==> src/rtl/mul_pkg.sv <==
package mul_pkg;

  typedef enum logic [2:0] {
    BD_ZERO = 3'd0,
    BD_P1   = 3'd1,
    BD_P2   = 3'd2,
    BD_M1   = 3'd3,
    BD_M2   = 3'd4
  } booth_dig_e;

  function automatic booth_dig_e booth_decode(input logic [2:0] win);
    booth_dig_e d;
    case (win)
      3'b001, 3'b010: d = BD_P1;
      3'b011:         d = BD_P2;
      3'b100:         d = BD_M2;
      3'b101, 3'b110: d = BD_M1;
      default:        d = BD_ZERO;
    endcase
    return d;
  endfunction

endpackage

==> src/rtl/mul_range_meter.sv <==
module mul_range_meter #(
  parameter int W  = 16,
  parameter int RW = $clog2(W + 1)
) (
  input  logic [W-1:0]  value,
  output logic [RW-1:0] range
);

  always_comb begin
    range = RW'(1);
    for (int i = 0; i < W - 1; i++) begin
      if (value[i] != value[W-1]) begin
        range = RW'(i + 2);
      end
    end
  end

endmodule

==> src/rtl/mul_booth_row.sv <==
module mul_booth_row
  import mul_pkg::*;
#(
  parameter int W   = 16,
  parameter int IDX = 0,
  parameter int PW  = 2 * W
) (
  input  logic [2:0]    win,
  input  logic [W-1:0]  mcand,
  output logic [PW-1:0] row,
  output logic          neg
);

  booth_dig_e      dig;
  logic [W:0]      mult;
  logic [PW-1:0]   ext;

  assign dig = booth_decode(win);

  always_comb begin
    mult = '0;
    neg  = 1'b0;
    case (dig)
      BD_P1: mult = {mcand[W-1], mcand};
      BD_P2: mult = {mcand, 1'b0};
      BD_M1: begin
        mult = {mcand[W-1], mcand};
        neg  = 1'b1;
      end
      BD_M2: begin
        mult = {mcand, 1'b0};
        neg  = 1'b1;
      end
      default: mult = '0;
    endcase
  end

  always_comb begin
    ext = {{(PW-W-1){mult[W]}}, mult};
    if (neg) begin
      ext = ~ext;
    end
    row = ext << (2 * IDX);
  end

endmodule

==> src/rtl/mul_adder_tree.sv <==
module mul_adder_tree #(
  parameter int W = 32,
  parameter int N = 9
) (
  input  logic [W-1:0] terms [N],
  output logic [W-1:0] sum
);

  localparam int L  = (N > 1) ? $clog2(N) : 1;
  localparam int NP = 1 << L;

  for (genvar l = 0; l <= L; l++) begin : g_lvl
    localparam int CNT = NP >> l;
    logic [W-1:0] v [CNT];
    if (l == 0) begin : g_leaf
      for (genvar i = 0; i < NP; i++) begin : g_in
        if (i < N) begin : g_used
          assign v[i] = terms[i];
        end else begin : g_pad
          assign v[i] = '0;
        end
      end
    end else begin : g_add
      for (genvar i = 0; i < CNT; i++) begin : g_node
        assign v[i] = g_lvl[l-1].v[2*i] + g_lvl[l-1].v[2*i+1];
      end
    end
  end

  assign sum = g_lvl[L].v[0];

endmodule

==> src/rtl/range_booth_mul.sv <==
module range_booth_mul #(
  parameter int W = 16
) (
  input  logic            clk,
  input  logic            rst_n,
  input  logic            in_valid,
  input  logic [W-1:0]    op_a,
  input  logic [W-1:0]    op_b,
  output logic            out_valid,
  output logic [2*W-1:0]  product
);

  localparam int PW   = 2 * W;
  localparam int NDIG = W / 2;
  localparam int RW   = $clog2(W + 1);

  // reset: asynchronous assert, synchronous release
  logic [1:0] rst_pipe;
  logic       rst_sync_n;

  always_ff @(posedge clk or negedge rst_n) begin
    if (!rst_n) rst_pipe <= 2'b00;
    else        rst_pipe <= {rst_pipe[0], 1'b1};
  end
  assign rst_sync_n = rst_pipe[1];

  // range measurement and steering
  logic [RW-1:0] rng_a, rng_b, rng_rec;
  logic          sel_b;
  logic [W-1:0]  rec_op, mcand;
  logic [W:0]    rec_ext;

  mul_range_meter #(.W(W), .RW(RW)) u_rng_a (.value(op_a), .range(rng_a));
  mul_range_meter #(.W(W), .RW(RW)) u_rng_b (.value(op_b), .range(rng_b));

  always_comb begin
    sel_b   = !(rng_a < rng_b);
    rec_op  = sel_b ? op_b  : op_a;
    mcand   = sel_b ? op_a  : op_b;
    rng_rec = sel_b ? rng_b : rng_a;
    rec_ext = {rec_op, 1'b0};
  end

  logic [NDIG-1:0] act;
  always_comb begin
    for (int j = 0; j < NDIG; j++) begin
      act[j] = ((2 * j) < int'(rng_rec));
    end
  end

  // partial-product rows
  logic [NDIG-1:0][PW-1:0] row_d, row_q, row_n;
  logic [NDIG-1:0]         neg_d, neg_q, neg_n;
  logic [NDIG-1:0]         row_ld;

  for (genvar j = 0; j < NDIG; j++) begin : g_row
    mul_booth_row #(.W(W), .IDX(j), .PW(PW)) u_row (
      .win   (rec_ext[2*j+2:2*j]),
      .mcand (mcand),
      .row   (row_d[j]),
      .neg   (neg_d[j])
    );
  end

  assign row_ld = {NDIG{in_valid}} & act;

  always_comb begin
    row_n = row_q;
    neg_n = neg_q;
    for (int j = 0; j < NDIG; j++) begin
      if (row_ld[j]) begin
        row_n[j] = row_d[j];
        neg_n[j] = neg_d[j];
      end
    end
  end

  logic [NDIG-1:0] mask_q, mask_n;
  logic            vld_q, vld_n;

  always_comb begin
    mask_n = in_valid ? act : mask_q;
    vld_n  = in_valid;
  end

  always_ff @(posedge clk or negedge rst_sync_n) begin
    if (!rst_sync_n) begin
      row_q  <= '0;
      neg_q  <= '0;
      mask_q <= '0;
      vld_q  <= 1'b0;
    end else begin
      row_q  <= row_n;
      neg_q  <= neg_n;
      mask_q <= mask_n;
      vld_q  <= vld_n;
    end
  end

  // summation of active rows plus negation corrections
  logic [PW-1:0] terms [NDIG+1];
  logic [PW-1:0] corr;

  always_comb begin
    corr = '0;
    for (int j = 0; j < NDIG; j++) begin
      terms[j] = mask_q[j] ? row_q[j] : '0;
      corr[2*j] = neg_q[j] & mask_q[j];
    end
    terms[NDIG] = corr;
  end

  mul_adder_tree #(.W(PW), .N(NDIG + 1)) u_tree (
    .terms (terms),
    .sum   (product)
  );

  assign out_valid = vld_q;

endmodule

==> config.mk <==
export PLATFORM = sky130hd
export DESIGN_NAME = range_booth_mul
export DESIGN_NICKNAME = d
export VERILOG_FILES = /design/src/rtl/mul_pkg.sv /design/src/rtl/mul_range_meter.sv /design/src/rtl/mul_booth_row.sv /design/src/rtl/mul_adder_tree.sv /design/src/rtl/range_booth_mul.sv
export SDC_FILE = /design/constraint.sdc
export NUM_CORES = 1
export LEC_CHECK = 0
export ABC_AREA = 1
export BUFFER_PORTS_ARGS = -buffer_cell sky130_fd_sc_hd__buf_2
export CAP_MARGIN = 10
export CORE_AREA = 4 4 166 168
export DETAILED_ROUTE_END_ITERATION = 16
export DIE_AREA = 0 0 170 172
export PLACE_DENSITY = 0.81
export SLEW_MARGIN = 10
export SYNTH_ARGS = -nofsm -noshare
export SYNTH_HDL_FRONTEND = slang
export SYNTH_SLANG_ARGS = --single-unit
==> constraint.sdc <==
create_clock -name clk -period 10.45 [get_ports clk]
set_clock_uncertainty 0.1 [all_clocks]
set_input_delay 3.135 -clock clk [delete_from_list [all_inputs] [get_ports clk]]
set_output_delay 3.135 -clock clk [all_outputs]
set_load 0.05 [all_outputs]
==> impl_summary.log <==
[metrics] post-layout min period: around 9.6 ns
[metrics] number of H-tree levels: 4
[metrics] Vias/cell: approximately 5.7
[metrics] Synth Flop Type: sky130_fd_sc_hd__dfrtp_1
[metrics] Resized cells post-CTS: 0
[metrics] final routed wire length divided by cell count: 17.9 um
[metrics] source-to-sink clock delay at the later pin of the worst-skew pair: around 0.44 ns
[metrics] DR iter-0 viols: between 2000 and 2500
[metrics] Num CTS Buffers: 17
[metrics] async set-or-reset flop fraction in the synthesized netlist: 1.00
[metrics] total of flip-flops plus latches after synthesis: between 150 and 200
[metrics] worst reg2reg path depth: 2
[metrics] CTS tree: done
[metrics] number of buffers on the longest clock path: 2
[metrics] initial antenna violation count: 0
[metrics] count of buffers from port buffering: 67
[metrics] post-synthesis to final-layout area growth: 4.90%
[metrics] Fill cells: ~2300
[metrics] placed insts: between 2000 and 3000
[metrics] number of enable flip-flop cells after synthesis: 0
[metrics] setup violators final: 0
[metrics] worst flop-to-flop path endpoint: row_q[140]$_DFFE_PN0P_
[metrics] critical path data required time: around 7.2 ns
[metrics] post-route setup TNS: 0 ns
[metrics] unrepaired setup endpoints after global routing: no
[metrics] CTS hold repair buffers: 0
[metrics] detailed-route DRC error count: 0
[metrics] critical path start-end classification: reg -> out
[metrics] synthesized instance count: 2444
[metrics] global-route wire length before repair: between 70000 and 80000 um
[metrics] number of maximum-capacitance constraint violations: 0
[metrics] portion of the clock cycle consumed by the worst path in the final layout: 0.922
[metrics] total wire length after detailed routing: a little under 50000 um
[metrics] worst hold path class: reg -> async
[metrics] Worst Tran Pin Value: 1.19 ns
[metrics] Critical Path Sink Type: primary output
[metrics] reg2reg start: rst_pipe[1]$_DFF_PN0_
[metrics] Final Worst Setup Slack: just over 0.8 ns
[metrics] Fmax: ~0.10 GHz
[metrics] Detail Placement HPWL: between 30000 and 40000 um
[metrics] final design instance area without fill: 17300 um^2
[metrics] total global routing overflow: 0
[metrics] worst-case headroom to the max-slew limit: 0.206
[metrics] result of the run: finished clean
[metrics] starting density of the core: 0.636
[metrics] width of the die: between 150 and 200 um
[metrics] area used by multi-input combinational logic: 10800 um^2
[metrics] Top-Level Pins: roughly 70
[metrics] Placer Congestion: 0.942
[metrics] sequential cell area in the final layout: 3880 um^2
[metrics] Clock Tree Root: sky130_fd_sc_hd__clkbuf_16
[metrics] Critical Path Start Type: flip-flop
[metrics] vias in the first global route: 15000
[metrics] Worst Setup Slack post-DPL: roughly 1.3 ns
[metrics] floorplan die area: 29200 um^2
[metrics] cell area after placement: around 17000 um^2
[metrics] R2R setup slack: 8.06 ns
[metrics] area of the core: about 26000 um^2
[metrics] ratio of cells with drive above 1 in the final layout: 0.0741
[metrics] number of failing hold endpoints at the final stage: 0
[metrics] critical-path maximum fanout: 19
[metrics] number of warning messages in the yosys log: 0
[metrics] length of the first detailed-routing pass in iterations: 9
[metrics] die span in y: ~170 um
[metrics] maximum number of pins on one net before global-route repair: between 70 and 80
[metrics] Slew Limit Fails: 0
[metrics] CTS clock-pin slew for the worst setup and hold paths: about 0.08 ns
[metrics] vias post-DR: between 15000 and 20000
[metrics] number of post-CTS setup repair buffers: 0
[metrics] synthesized netlist net count: 2667
[metrics] overall track demand over capacity in global routing: 0.344
[metrics] endpoint arrival time on the critical path: between 6 and 7 ns
[metrics] synthesized area per cell: between 6 and 7 um^2
[metrics] number of distinct library cells after synthesis: 47
[metrics] final cell count without fillers: approximately 2800
[metrics] Inserted Diodes: 0
[metrics] ANT nets after route: 0
[metrics] clk sinks: 155
[metrics] post-synthesis cell area: between 15000 and 20000 um^2
[metrics] Seq/Total Area, Yosys: 0.235
[metrics] Site Rows: between 50 and 60
[metrics] Net count, final: 2653
placed cells by master, fill, tap and decap left out, drive strengths merged, types with 3 or more instances in the layout:
cell    netlist  routed
a21o          3       3
a21oi        99      99
a31oi         3       3
and2          3       3
buf          80      79
clkbuf       32      18
clkinv        2       4
dfrtp       155     155
fa          125     125
ha           63      63
inv         305     315
nand2      1105    1105
nand3       208     208
nand3b       11      11
nand4        20      20
nor2         80      80
o21ai        70      70
o21bai        3       3
xnor2        40      40
xor2         20      20
cell usage after synthesis (17+ instances only):
cell type | n | area [um^2]
sky130_fd_sc_hd__buf_4 | 20 | 150
sky130_fd_sc_hd__clkbuf_1 | 32 | 120
sky130_fd_sc_hd__buf_2 | 43 | 215
sky130_fd_sc_hd__ha_1 | 63 | 788
sky130_fd_sc_hd__nand2_1 | 1090 | 4090
sky130_fd_sc_hd__inv_2 | 17 | 63.8
sky130_fd_sc_hd__a21oi_1 | 93 | 465
sky130_fd_sc_hd__xnor2_1 | 40 | 350
sky130_fd_sc_hd__xor2_1 | 20 | 175
sky130_fd_sc_hd__nor2_1 | 72 | 270
sky130_fd_sc_hd__o21ai_0 | 39 | 195
sky130_fd_sc_hd__fa_1 | 125 | 2500
sky130_fd_sc_hd__dfrtp_1 | 155 | 3880
sky130_fd_sc_hd__inv_1 | 288 | 1080
sky130_fd_sc_hd__nand4_1 | 20 | 125
sky130_fd_sc_hd__nand3_1 | 205 | 1030
area by class of cell:
type / count / share of cell area
well taps: 335 / 0.0243
multi-input cells: 1870 / 0.626
flip-flops and latches: 155 / 0.225
clock inverters: 14 / 0.00847
inverters: 307 / 0.0668
clock buffers: 18 / 0.0254
repair buffers: 79 / 0.0246
worst max-delay path, cell delays in order, from the launching register on:
cell and delay, ns:
sky130_fd_sc_hd__dfrtp_1 0.66, sky130_fd_sc_hd__nand2_1 0.15, sky130_fd_sc_hd__inv_1 0.07, sky130_fd_sc_hd__fa_1 0.53, sky130_fd_sc_hd__inv_1 0.05, sky130_fd_sc_hd__fa_1 0.53
sky130_fd_sc_hd__inv_1 0.05, sky130_fd_sc_hd__fa_1 0.49, sky130_fd_sc_hd__fa_1 0.42, sky130_fd_sc_hd__ha_1 0.35, sky130_fd_sc_hd__a21oi_1 0.19, sky130_fd_sc_hd__o21ai_0 0.10
sky130_fd_sc_hd__a21oi_1 0.38, sky130_fd_sc_hd__o21ai_0 0.24, sky130_fd_sc_hd__a21boi_0 0.33, sky130_fd_sc_hd__o21ai_0 0.18, sky130_fd_sc_hd__a21boi_0 0.36, sky130_fd_sc_hd__inv_1 0.08
sky130_fd_sc_hd__a21oi_1 0.24, sky130_fd_sc_hd__o21ai_0 0.14, sky130_fd_sc_hd__xor2_1 0.13, sky130_fd_sc_hd__buf_2 0.27
state kept, by name, indices dropped and copies added (netlist names):
| signal | count |
|---|---|
| mask_q | 8 |
| neg_q | 8 |
| out_valid | 1 |
| row_q | 136 |
| rst_pipe | 2 |
stage by stage:
step | util | hold WS (ns)
6_report | 0.667 | 0.174
5_1_grt | 0.667 | 0.206
4_1_cts | 0.667 | 0.187
3_5_place_dp | 0.644 | 0.180
3_3_place_gp | 0.644 | 0.174
2_1_floorplan | - | 0.231
worst max path at each step:
stage                                     start          end  cells after the start
after floorplan           mask_q[1]$_DFFE_PN0P_  product[28]                     22
after global placement    mask_q[0]$_DFFE_PN0P_  product[28]                     21
after detailed placement  mask_q[1]$_DFFE_PN0P_  product[28]                     21
after CTS                 mask_q[1]$_DFFE_PN0P_  product[28]                     21
after global routing      mask_q[1]$_DFFE_PN0P_  product[28]                     21
final                     mask_q[0]$_DFFE_PN0P_  product[28]                     21
routing by layer:
| layer | track usage | vias to the layer above | wire [um] |
|---|---|---|---|
| met1 | 0.494 | 7428 | 20200 |
| met5 | 0 | - | 0 |
| met4 | 0.117 | 0 | 1550 |
| li1 | - | 7495 | - |
| met3 | 0.0796 | 115 | 6350 |
| met2 | 0.520 | 894 | 21400 |
cells by family after synthesis:
family / Yosys count / share of synthesized area
AOI/OAI and AO/OA: 189 / 0.0677
xor gates and xnor gates: 60 / 0.0319
adders and majority gates: 188 / 0.200
buffers and inverters: 419 / 0.109
DFF: 155 / 0.235
other: 1 / 0.000228
and+or+nand+nor: 1432 / 0.356
Power is not shown: default switching activity piles up to over one toggle a cycle in this logic, so the estimate is an artifact.
